### src/rtl/mrx_pkg.sv
`timescale 1ns/1ps
package mrx_pkg;

    typedef enum logic [2:0] {
        S_IDLE       = 3'd0,
        S_READ_PTR   = 3'd1,
        S_WRITE_PTR  = 3'd2,
        S_EXEC       = 3'd3,
        S_READ_OPND  = 3'd4,
        S_WRITE_BACK = 3'd5,
        S_DONE       = 3'd6
    } mrx_state_e;

    typedef enum logic [2:0] {
        OP_AND  = 3'd0,
        OP_TAD  = 3'd1,
        OP_ISZ  = 3'd2,
        OP_DCA  = 3'd3,
        OP_JMS  = 3'd4,
        OP_JMP  = 3'd5,
        OP_RSV6 = 3'd6,
        OP_RSV7 = 3'd7
    } mrx_op_e;

endpackage

### src/rtl/mrx_ea.sv
`timescale 1ns/1ps
// Effective address formation and auto-increment window detection.
module mrx_ea #(
    parameter int WORD_W    = 12,
    parameter int OFF_W     = 7,
    parameter int AUTO_BASE = 8,
    parameter int AUTO_CNT  = 8
) (
    input  logic                  page_sel,
    input  logic [OFF_W-1:0]      offset,
    input  logic [WORD_W-OFF_W-1:0] pc_page,
    output logic [WORD_W-1:0]     ea,
    output logic                  auto_hit
);
    localparam int PAGE_W = WORD_W - OFF_W;

    always_comb begin
        if (page_sel) ea = {pc_page, offset};
        else          ea = {{PAGE_W{1'b0}}, offset};
    end

    generate
        if (AUTO_CNT > 0) begin : g_auto
            localparam logic [WORD_W:0] LO = (WORD_W+1)'(AUTO_BASE);
            localparam logic [WORD_W:0] HI = (WORD_W+1)'(AUTO_BASE + AUTO_CNT);
            assign auto_hit = ({1'b0, ea} >= LO) && ({1'b0, ea} < HI);
        end else begin : g_no_auto
            assign auto_hit = 1'b0;
        end
    endgenerate
endmodule

### src/rtl/mrx_alu.sv
`timescale 1ns/1ps
// Arithmetic for AND / TAD and the shared increment path.
module mrx_alu
    import mrx_pkg::*;
#(
    parameter int WORD_W = 12
) (
    input  mrx_op_e           op,
    input  logic [WORD_W-1:0] ac,
    input  logic              link,
    input  logic [WORD_W-1:0] opnd,
    output logic [WORD_W-1:0] ac_r,
    output logic              link_r,
    output logic [WORD_W-1:0] inc_val,
    output logic              inc_zero
);
    logic [WORD_W:0] sum;

    assign sum      = {1'b0, ac} + {1'b0, opnd};
    assign inc_val  = opnd + WORD_W'(1);
    assign inc_zero = (inc_val == '0);

    always_comb begin
        ac_r   = ac;
        link_r = link;
        case (op)
            OP_AND: ac_r = ac & opnd;
            OP_TAD: begin
                ac_r   = sum[WORD_W-1:0];
                link_r = link ^ sum[WORD_W];
            end
            default: ;
        endcase
    end
endmodule

### src/rtl/mrx_exec.sv
`timescale 1ns/1ps
// Memory reference executor: top-level sequencer.
module mrx_exec
    import mrx_pkg::*;
#(
    parameter int WORD_W    = 12,
    parameter int OFF_W     = 7,
    parameter int AUTO_BASE = 8,
    parameter int AUTO_CNT  = 8
) (
    input  logic              clk,
    input  logic              rst_n,
    input  logic              start,
    input  logic [WORD_W-1:0] instr,
    input  logic [WORD_W-1:0] pc_in,
    input  logic [WORD_W-1:0] ac_in,
    input  logic              link_in,
    output logic [WORD_W-1:0] mem_addr,
    output logic              mem_re,
    output logic              mem_we,
    output logic [WORD_W-1:0] mem_wdata,
    input  logic [WORD_W-1:0] mem_rdata,
    output logic              done,
    output logic [WORD_W-1:0] pc_out,
    output logic [WORD_W-1:0] ac_out,
    output logic              link_out
);
    localparam int OPC_HI   = WORD_W - 1;
    localparam int OPC_LO   = WORD_W - 3;
    localparam int IND_BIT  = WORD_W - 4;
    localparam int PAGE_BIT = WORD_W - 5;

    typedef struct packed {
        mrx_state_e        state;
        mrx_op_e           op;
        logic [WORD_W-1:0] ea;
        logic [WORD_W-1:0] pc;
        logic [WORD_W-1:0] ac;
        logic [WORD_W-1:0] wb;
        logic              link;
        logic              auto;
    } regs_t;

    regs_t r_q, r_d;

    logic [WORD_W-1:0] ea_new;
    logic              auto_new;
    logic [WORD_W-1:0] alu_ac, alu_inc;
    logic              alu_link, alu_inc_zero;

    mrx_ea #(
        .WORD_W   (WORD_W),
        .OFF_W    (OFF_W),
        .AUTO_BASE(AUTO_BASE),
        .AUTO_CNT (AUTO_CNT)
    ) u_ea (
        .page_sel(instr[PAGE_BIT]),
        .offset  (instr[OFF_W-1:0]),
        .pc_page (pc_in[WORD_W-1:OFF_W]),
        .ea      (ea_new),
        .auto_hit(auto_new)
    );

    mrx_alu #(.WORD_W(WORD_W)) u_alu (
        .op      (r_q.op),
        .ac      (r_q.ac),
        .link    (r_q.link),
        .opnd    (mem_rdata),
        .ac_r    (alu_ac),
        .link_r  (alu_link),
        .inc_val (alu_inc),
        .inc_zero(alu_inc_zero)
    );

    always_comb begin
        r_d       = r_q;
        mem_re    = 1'b0;
        mem_we    = 1'b0;
        mem_addr  = r_q.ea;
        mem_wdata = r_q.wb;
        case (r_q.state)
            S_IDLE: begin
                if (start) begin
                    r_d.op   = mrx_op_e'(instr[OPC_HI:OPC_LO]);
                    r_d.pc   = pc_in;
                    r_d.ac   = ac_in;
                    r_d.link = link_in;
                    r_d.ea   = ea_new;
                    r_d.auto = auto_new;
                    if (instr[IND_BIT]) begin
                        mem_re    = 1'b1;
                        mem_addr  = ea_new;
                        r_d.state = S_READ_PTR;
                    end else begin
                        r_d.state = S_EXEC;
                    end
                end
            end
            S_READ_PTR: begin
                if (r_q.auto) begin
                    r_d.wb    = alu_inc;
                    r_d.state = S_WRITE_PTR;
                end else begin
                    r_d.ea    = mem_rdata;
                    r_d.state = S_EXEC;
                end
            end
            S_WRITE_PTR: begin
                mem_we    = 1'b1;
                r_d.ea    = r_q.wb;
                r_d.state = S_EXEC;
            end
            S_EXEC: begin
                case (r_q.op)
                    OP_AND, OP_TAD, OP_ISZ: begin
                        mem_re    = 1'b1;
                        r_d.state = S_READ_OPND;
                    end
                    OP_DCA: begin
                        mem_we    = 1'b1;
                        mem_wdata = r_q.ac;
                        r_d.ac    = '0;
                        r_d.state = S_DONE;
                    end
                    OP_JMS: begin
                        mem_we    = 1'b1;
                        mem_wdata = r_q.pc;
                        r_d.pc    = r_q.ea + WORD_W'(1);
                        r_d.state = S_DONE;
                    end
                    OP_JMP: begin
                        r_d.pc    = r_q.ea;
                        r_d.state = S_DONE;
                    end
                    default: r_d.state = S_DONE;
                endcase
            end
            S_READ_OPND: begin
                r_d.ac   = alu_ac;
                r_d.link = alu_link;
                if (r_q.op == OP_ISZ) begin
                    r_d.wb = alu_inc;
                    if (alu_inc_zero) r_d.pc = r_q.pc + WORD_W'(1);
                    r_d.state = S_WRITE_BACK;
                end else begin
                    r_d.state = S_DONE;
                end
            end
            S_WRITE_BACK: begin
                mem_we    = 1'b1;
                r_d.state = S_DONE;
            end
            S_DONE:  r_d.state = S_IDLE;
            default: r_d.state = S_IDLE;
        endcase
    end

    always_ff @(posedge clk) begin
        if (!rst_n) r_q <= '0;
        else        r_q <= r_d;
    end

    assign done     = (r_q.state == S_DONE);
    assign pc_out   = r_q.pc;
    assign ac_out   = r_q.ac;
    assign link_out = r_q.link;
endmodule

### config.mk
export PLATFORM = sky130hd
export DESIGN_NAME = mrx_exec
export DESIGN_NICKNAME = d
export VERILOG_FILES = /design/src/rtl/mrx_pkg.sv /design/src/rtl/mrx_ea.sv /design/src/rtl/mrx_alu.sv /design/src/rtl/mrx_exec.sv
export SDC_FILE = /design/constraint.sdc
export NUM_CORES = 1
export LEC_CHECK = 0
export BUFFER_PORTS_ARGS = -buffer_cell sky130_fd_sc_hd__buf_2
export CAP_MARGIN = 20
export CORE_AREA = 2 2 123 125
export CTS_CLUSTER_SIZE = 28
export DETAILED_ROUTE_END_ITERATION = 7
export DIE_AREA = 0 0 125 127
export GPL_ROUTABILITY_DRIVEN = 0
export GPL_TIMING_DRIVEN = 0
export SYNTH_ARGS = -nofsm -noshare
export SYNTH_HDL_FRONTEND = slang
export SYNTH_HIERARCHICAL = 1
export SYNTH_SLANG_ARGS = --single-unit
### constraint.sdc
create_clock -name clk -period 5.7 [get_ports clk]
set_input_delay 0.855 -clock clk [delete_from_list [all_inputs] [get_ports clk]]
set_output_delay 0.855 -clock clk [all_outputs]
set_load 0.03 [all_outputs]
==> results.tsv, run 1 <==
stage	metric	value	unit
layout	num-nets-final	821	
die	dieHeight	127	µm
setup_path	critPathArrivalTime	2540	ps
die	num_io_pins	104	
sta	grt_setup_unrepaired	no	
cts	cts_setup_buffers	0	
synthesis	synth.distinct_cells	72	
synthesis	synthTopCellsByArea	dfxtp_1, nand2_1, a22oi_1, mux2i_1, o211a_1	
job	max_cap_violations	0	
placed_design	place_area	5764	µm²
cts	h-tree-depth	2	
cts	cts_tree	done	
cts	cts.sinks	56	
routing	drt_pass1_iterations	5	
setup_path	startpoint_type	register	
synthesis	synth_edf_count	0	
sta	drv_slew	0	
cts	cts.clk_slew.worst_paths	70	ps
sta	min_period	3393	ps
die	row_count	44	
placed_design	dp_cells	930	
grt	grt_use_total	21.31	%
grt	grt_pass1_vias	4840	
synthesis	syn_area_per_cell	7.788	µm²
power_and_ir_drop	static-leakage-power	2.639	nW
synthesis	synth.top_cell.area_share	22.25	%
grt	met3_usage	2.596	%
setup_path	criticalPathCategory	reg2out	
grt	grt_use_met2	33.60	%
layout	stdcell_area	5928	µm²
synthesis	synth_common_cells	nand2_1, dfxtp_1, o21ai_0	
hold_path	min_path_type	reg2reg	
routing	first_iter_violations	615	
layout	diodes	0	
sta	final_hold_viol_count	0	
cts	clock_latency	300	ps
die	die-area	15880	µm²
grt	grt_max_degree	17	
cts	cts_resized	0	
die	dieWidth	125	µm
synthesis	synthArstFlopShare	0	%
synthesis	synth_top_area_cell	dfxtp_1	
routing	drc	0	
synthesis	synth_nets	715	
synthesis	ys_ff_latch	56	
grt	gr-max-usage-layer	met2	
routing	wirelength	17.76	mm
layout	final_cells	938	
cts	cts_buffers	5	
setup_path	crit_fanout	11	
layout	syn_to_final_growth	17.66	%
sta	period_share	59.53	%
grt	grt.overflow.total	0	
sta	slew_headroom	55.70	%
routing	dr_total_vias	5410	
die	initial_core_util	34.93	%
placed_design	preCtsSetupSlack	2300	ps
synthesis	ys.flop_type	dfxtp_1	
synthesis	ys_seq_area_share	22.25	%
power_and_ir_drop	power_density	285.4	nW/µm²
grt	grt_antenna_before_repair	0	
grt	gr-usage-met1	30.43	%
sta	tightest_slew	663.0	ps
grt	grt_first_pass_wirelength	26.88	mm
synthesis	synth_cells	647	
placed_design	numPortBuffers	99	
cts	hold_buffers	0	
routing	antenna_left	0	
sta	finalSetupViolations	0	
run_status	status	finished, final reports clean	
sta	fin_setup_tns	0	ps
routing	wl_per_cell	18.93	µm
sta	fmax	0.2947	GHz
synthesis	syn_area	5039	µm²
synthesis	yosys_warnings	6	
sta	fin_ws	2307	ps
power_and_ir_drop	peakVddDrop	0.0001453	V
cts	cts_root_buf	clkbuf_16	
routing	viasPerCell	5.768	
placed_design	dp_hpwl	13.82	mm
cts	clockBufferDepth	2	
die	core_area	14420	µm²
layout	drive_above_1_share	23.08	%
synthesis	yosysMostFrequentCell	nand2_1	
setup_path	end_kind	primary output	
setup_path	required	4850	ps
sta	clock_skew	5.141	ps
-- report_power, final --
group / internal [mW] / switching (mW)
Clock: 0.208 / 0.155
Sequential: 0.448 / 0.108
Combinational: 0.308 / 0.465
Total: 0.963 / 0.729
-- area by class of cell --
class                   instances  area, µm²
fillers                      1547       8496
multi-input cells             506       3457
flip-flops and latches         56       1121
repair buffers                 99      495.5
plain buffers                  79      437.9
well taps                     184      230.2
clock buffers                   6      128.9
clock inverters                 2      35.03
inverters                       6      22.52
-- worst paths after layout --
| path | from | endpoint | slack, ps | cells after the start |
|---|---|---|---|---|
| max | r_q[51] | mem_wdata[2] | 2310 | 6 |
| min | r_q[0] | r_q[0] | 490 | 2 |
| max reg2reg | ac_out[0] | ac_out[8] | 3010 | 10 |
| min reg2reg | r_q[0] | r_q[0] | 490 | 2 |
-- per-layer routing --
metal  vias up  share of wire [%]
met5         -                  0
met1      2564                 46
met3        31                7.7
met2       238                 44
li1       2577                  -
met4         0                2.6
-- sequential cells by signal, indices dropped and copies added (netlist names) --
register / flops
ac_out: 12
pc_out: 12
r_q: 31
link_out: 1
-- kinds of logic after synthesis --
logic type	count (synthesis)	synth area share, %
and+or+nand+nor	222	22.87
DFF	56	22.25
xor gates and xnor gates	33	5.736
adders and majority gates	16	4.122
muxes	37	7.648
AOI/OAI and AO/OA	198	28.23
buffers and inverters	85	9.138
-- cell usage in the layout (no fill, tap or decap), types with 12 or more instances in the layout --
cell type,count
nor3b_1,12
nor2b_1,14
clkbuf_1,31
a21oi_1,22
o211a_1,25
a22oi_1,41
nand3_1,20
o21ai_0,44
nand2_1,94
xor2_1,17
mux2i_1,25
ha_1,15
buf_2,109
nor2_1,18
buf_4,32
dfxtp_1,56
mux2_2,12
o211ai_1,12
xnor2_1,16
-- metrics by stage --
stage / util (%) / hold WS (ps) / total power [mW]
after floorplan: - / 451.5 / 1.096
after global placement: 39.96 / 474.1 / 1.322
after detailed placement: 39.96 / 480.3 / 1.324
after CTS: 41.10 / 492.4 / 1.686
after global routing: 41.10 / 535.7 / 1.781
final: 41.10 / 490.5 / 1.692
-- worst max-delay path, stage by stage (launching register included) --
cell and delay [ps]:
dfxtp_1 550, and3b_1 210, clkbuf_1 230, clkbuf_1 410
a22oi_1 210, o21ai_0 350, buf_2 270
Power figures use the tool's default switching activity.
==> run 2, diff against run 1 <==
==> constraint.sdc (replaced) <==
create_clock -name clk -period 2.9 [get_ports clk]
set_input_delay 0.435 -clock clk [delete_from_list [all_inputs] [get_ports clk]]
set_output_delay 0.435 -clock clk [all_outputs]
set_load 0.03 [all_outputs]
==> run 2 against run 1 <==
  * Global-route usage stayed put
  * Sequential power rose by 96%
  * Register-to-register slack worse by 2800 ps
  * Highest routed layer unchanged
  * Critical path depth is the same
  * Sequential cell count did not move
  * Largest power group unchanged
  * First-iteration DRC count up 15%
==> results.tsv, run 2 (synthesis results as in run 1) <==
stage	metric	value	unit	change
run_status	status	finished, final reports clean		
grt	grt_max_degree	17		unchanged
hold_path	hold_depth	3		+1
grt	grt.overflow.total	0		unchanged
grt	grt_pass1_vias	4840		unchanged
cts	cts.sinks	56		unchanged
sta	period_share	95.30	%	
hold_path	hold_start	instr[11]		
sta	min_period	2764	ps	
setup_path	criticalPathCategory	reg2out		
placed_design	dp_hpwl	13.82	mm	unchanged
power_and_ir_drop	power_density	561.7	nW/µm²	+97%
setup_path	required	2470	ps	-2380 ps
layout	drive_above_1_share	23.74	%	+0.66 points
cts	cts_buffers	5		unchanged
routing	viasPerCell	5.711		-0.98%
setup_path	rr_endpoint	ac_out[8]		
hold_path	hold_end	r_q[52]		
routing	wirelength	17.79	mm	+0.19%
placed_design	preCtsSetupSlack	-79.81	ps	-2380 ps
die	dieWidth	125	µm	unchanged
layout	num-nets-final	821		unchanged
cts	cts_tree	done		
setup_path	crit_fanout	11		unchanged
sta	fmax	0.3618	GHz	
cts	cts.clk_slew.worst_paths	70	ps	about the same
routing	antenna_left	0		unchanged
setup_path	end_kind	primary output		
setup_path	critPathArrivalTime	2330	ps	-210 ps
sta	tightest_slew	704.5	ps	+41.46 ps
sta	finalSetupViolations	0		unchanged
setup_path	rr_worst_depth	10		unchanged
placed_design	numPortBuffers	99		unchanged
die	num_io_pins	104		unchanged
layout	syn_to_final_growth	17.78	%	
placed_design	place_area	5764	µm²	unchanged
die	dieHeight	127	µm	unchanged
power_and_ir_drop	static-leakage-power	2.652	nW	+0.50%
routing	drt_pass1_iterations	5		unchanged
hold_path	min_path_type	in2reg		
sta	final_hold_viol_count	0		unchanged
cts	clockBufferDepth	2		unchanged
setup_path	startpoint_type	register		
layout	stdcell_area	5934	µm²	+0.11%
routing	dr_total_vias	5357		-0.98%
die	core_area	14420	µm²	unchanged
sta	fin_ws	136.2	ps	-2170 ps
sta	drv_slew	0		unchanged
sta	whs	376.5	ps	-113.9 ps
routing	first_iter_violations	707		+15%
grt	grt_use_total	21.31	%	unchanged
placed_design	dp_cells	930		unchanged
layout	diodes	0		unchanged
die	die-area	15880	µm²	unchanged
cts	cts_setup_buffers	0		unchanged
power_and_ir_drop	peakVddDrop	0.0002903	V	+100%
die	row_count	44		unchanged
layout	max_flop_register	r_q		
cts	h-tree-depth	2		unchanged
sta	clock_skew	6.685	ps	+1.545 ps
layout	final_cells	938		unchanged
cts	clock_latency	300	ps	about the same
layout	largest_reg_flops	31		unchanged
routing	drc	0		unchanged
setup_path	rrSetupSlack	200	ps	-2810 ps
die	initial_core_util	34.93	%	unchanged
sta	slew_headroom	52.93	%	-2.8 points
sta	fin_setup_tns	0	ps	unchanged
layout	layout_common_cells	buf_2, nand2_1, dfxtp_1, o21ai_0, a22oi_1		
routing	wl_per_cell	18.96	µm	+0.19%
cts	cts_root_buf	clkbuf_16		
setup_path	r2r-start	ac_out[0]		
layout	mostFrequentLayoutCell	buf_2		
grt	grt_antenna_before_repair	0		unchanged
sta	grt_setup_unrepaired	no		
job	max_cap_violations	0		unchanged
grt	grt_first_pass_wirelength	26.88	mm	unchanged
[run 2: cell counts in the layout (fill, tap and decap cells not counted)]
Identical to the previous run, type by type.
[run 2: critical path, stage by stage (launching register included)]
cell      delay (ps)
dfxtp_1          550
and3b_1          210
clkbuf_1         220
clkbuf_2         280
a22oi_1          140
o21ai_0          340
buf_2            270
[run 2: area by class of cell]
type | instances | area [µm²]
Multi-Input combinational cell | 506 | 3457
Clock inverter | 2 | 35.03
Clock buffer | 6 | 128.9
Buffer | 79 | 442.9
Sequential cell | 56 | 1122
Tap cell | 184 | 230.2
Inverter | 6 | 22.52
Fill cell | 1546 | 8489
Timing Repair Buffer | 99 | 495.5
[run 2: worst max path at each step]
stage	slack, ps	endpoint	start
after floorplan	440	ac_out[8]	mem_rdata[0]
after global placement	-80	pc_out[5]	mem_rdata[2]
after detailed placement	-80	pc_out[5]	mem_rdata[2]
after CTS	40	mem_wdata[2]	r_q[52]
after global routing	3	mem_wdata[2]	r_q[51]
final	140	mem_wdata[3]	r_q[51]
[run 2: repair_timing]
action,4_1_cts,5_1_grt
hold buffers,0,0
endpoints found under the setup margin,1,10
hold endpoints to repair,0,0
gates resized for setup,1,7
[run 2: routing by layer]
metal / global-route usage (%) / share of wire, % / vias to the layer above / wire (µm)
met5: 0 / 0 / - / 0
met4: 6.732 / 2.5 / 0 / 441
met3: 2.596 / 6.6 / 29 / 1176
met2: 33.60 / 44 / 231 / 7896
met1: 30.43 / 47 / 2526 / 8275
li1: - / - / 2571 / -
[run 2: stage by stage]
step	util, %	power, mW
after detailed placement	39.96	2.601
after floorplan	-	2.154
after CTS	41.11	3.314
after global placement	39.96	2.599
final	41.14	3.333
after global routing	41.14	3.502
[run 2: report_power, final]
part	leakage, nW	switching [mW]	internal, mW
combinational	2.11	0.916	0.605
clock	0.0808	0.310	0.408
sequential	0.460	0.213	0.881
==> run 3, diff against run 2 <==
--- a/config.mk
+++ b/config.mk
@@ -7,12 +7,16 @@
 export LEC_CHECK = 0
 export BUFFER_PORTS_ARGS = -buffer_cell sky130_fd_sc_hd__buf_2
 export CAP_MARGIN = 20
-export CORE_AREA = 2 2 123 125
+export CELL_PAD_IN_SITES_DETAIL_PLACEMENT = 0
+export CELL_PAD_IN_SITES_GLOBAL_PLACEMENT = 1
+export CORE_AREA = 2 2 120 122
 export CTS_CLUSTER_SIZE = 28
 export DETAILED_ROUTE_END_ITERATION = 7
-export DIE_AREA = 0 0 125 127
+export DIE_AREA = 0 0 122 124
 export GPL_ROUTABILITY_DRIVEN = 0
 export GPL_TIMING_DRIVEN = 0
+export PLACE_DENSITY_LB_ADDON = 0.1
+export REMOVE_ABC_BUFFERS = 1
 export SYNTH_ARGS = -nofsm -noshare
 export SYNTH_HDL_FRONTEND = slang
 export SYNTH_HIERARCHICAL = 1
==> run 3 against run 2 <==
  * Critical path depth unchanged
  * Maximum frequency down 0.24%
  * Global-route usage is 0.32 points higher
==> results.tsv, run 3 (synthesis results as in run 1) <==
stage	metric	value	unit	change
cts	clockBufferDepth	2		unchanged
layout	largest_reg_flops	31		unchanged
die	row_count	43		-2.3%
die	core_area	13720	µm²	-4.9%
sta	clock_skew	8.171	ps	+1.486 ps
layout	layout_common_cells	buf_2, nand2_1, dfxtp_1, o21ai_0, a22oi_1		
routing	first_iter_violations	396		-44%
layout	num-nets-final	754		-8.2%
grt	grt_use_total	21.63	%	+0.32 points
die	dieWidth	122	µm	-2.4%
layout	fin_util	40.89	%	-0.25 points
cts	cts.clk_slew.worst_paths	70	ps	about the same
sta	whs	380.9	ps	+4.316 ps
sta	final_hold_viol_count	0		unchanged
cts	cts_buffers	5		unchanged
cts	cts_tree	done		
sta	period_share	95.54	%	+0.23 points
power_and_ir_drop	power_density	556.1	nW/µm²	-0.99%
cts	cts_root_buf	clkbuf_16		
layout	mostFrequentLayoutCell	buf_2		
sta	fmax	0.3609	GHz	-0.24%
placed_design	dp_hpwl	12.06	mm	-13%
routing	wirelength	16.57	mm	-6.9%
placed_design	dp_cells	854		-8.2%
grt	grt_first_pass_wirelength	25.50	mm	-5.1%
layout	syn_to_final_growth	11.35	%	
placed_design	place_area	5396	µm²	-6.4%
setup_path	critPathArrivalTime	2340	ps	about the same
routing	viasPerCell	5.744		+0.58%
sta	drv_slew	0		unchanged
grt	grt_pass1_vias	4509		-6.8%
hold_path	hold_depth	3		unchanged
die	die-area	15130	µm²	-4.7%
hold_path	min_path_type	in2reg		
layout	diodes	0		unchanged
cts	clock_latency	300	ps	about the same
run_status	status	finished, final reports clean		
setup_path	end_kind	primary output		
setup_path	rrSetupSlack	190	ps	about the same
layout	stdcell_area	5610	µm²	-5.5%
power_and_ir_drop	peakVddDrop	0.0002376	V	-18%
layout	max_flop_register	r_q		
setup_path	rr_worst_depth	10		unchanged
routing	dr_total_vias	4980		-7.0%
die	dieHeight	124	µm	-2.4%
power_and_ir_drop	p_total	3.120	mW	-6.4%
layout	drive_above_1_share	21.98	%	-1.8 points
die	initial_core_util	36.73	%	+1.8 points
sta	finalSetupViolations	0		unchanged
power_and_ir_drop	static-leakage-power	2.432	nW	-8.3%
routing	antenna_left	0		unchanged
routing	drt_pass1_iterations	7		+2
sta	fin_ws	129.4	ps	-6.779 ps
job	max_cap_violations	0		unchanged
sta	slew_headroom	27.88	%	-25 points
sta	tightest_slew	1082	ps	+377.3 ps
setup_path	required	2470	ps	about the same
routing	drc	0		unchanged
die	num_io_pins	104		unchanged
sta	fin_setup_tns	0	ps	unchanged
setup_path	crit_fanout	15		+4
layout	final_cells	867		-7.6%
grt	grt_max_degree	57		+40
cts	h-tree-depth	2		unchanged
setup_path	criticalPathCategory	reg2out		
grt	grt.overflow.total	0		unchanged
grt	grt_antenna_before_repair	0		unchanged
sta	min_period	2771	ps	+6.779 ps
routing	wl_per_cell	19.11	µm	+0.76%
setup_path	startpoint_type	register		
sta	grt_setup_unrepaired	no		
placed_design	numPortBuffers	103		+4.0%
cts	cts.sinks	56		unchanged
placed_design	preCtsSetupSlack	-269.6	ps	-189.8 ps
[run 3: cell count changes in the layout (fill, tap and decap cells not counted), sizes merged]
| cell | change |
|---|---|
| bufinv | -1 |
| buf | -36 |
| clkbuf | -29 |
| clkinv | -1 |
[run 3: final cells by class]
| type | instances | area (µm²) |
|---|---|---|
| Clock buffer | 8 | 146.4 |
| Fill cell | 1436 | 8109 |
| Inverter | 6 | 22.52 |
| Multi-Input combinational cell | 506 | 3490 |
| Sequential cell | 56 | 1127 |
| Tap cell | 180 | 225.2 |
| Timing Repair Buffer | 111 | 599.3 |
[run 3: worst paths after layout]
path / to / from
hold reg to reg: r_q[0] / r_q[0]
hold / removal: r_q[50] / instr[9]
setup / recovery: mem_wdata[5] / r_q[52]
setup reg to reg: ac_out[8] / ac_out[0]
[run 3: power breakdown]
group	internal (mW)	leakage, nW	switching, mW
registers	0.881	0.461	0.219
clock network	0.347	0.0712	0.306
logic	0.521	1.90	0.846
[run 3: repair_timing]
item                                    4_1_cts  5_1_grt
endpoints found under the setup margin       37       34
hold endpoints to repair                      0        0
pin swaps                                     0        1
resized for setup                             7        5
gates cloned                                  0        0
hold buffers                                  0        0
setup buffers                                 5        0
[run 3: metal layers]
layer,wire [µm],vias to the layer above,GRT usage (%)
met3,692,10,2.747
met1,7998,2411,30.34
li1,-,2442,-
met5,0,-,0
met2,7715,117,35.72
met4,162,0,4.310
[run 3: worst max-delay path, cell delays in order, from the launching register on]
cell and delay, ps:
dfxtp_1 600, and3b_2 390, o21ai_2 350, buf_4 230, nand2_1 50, o21ai_0 150, buf_2 270
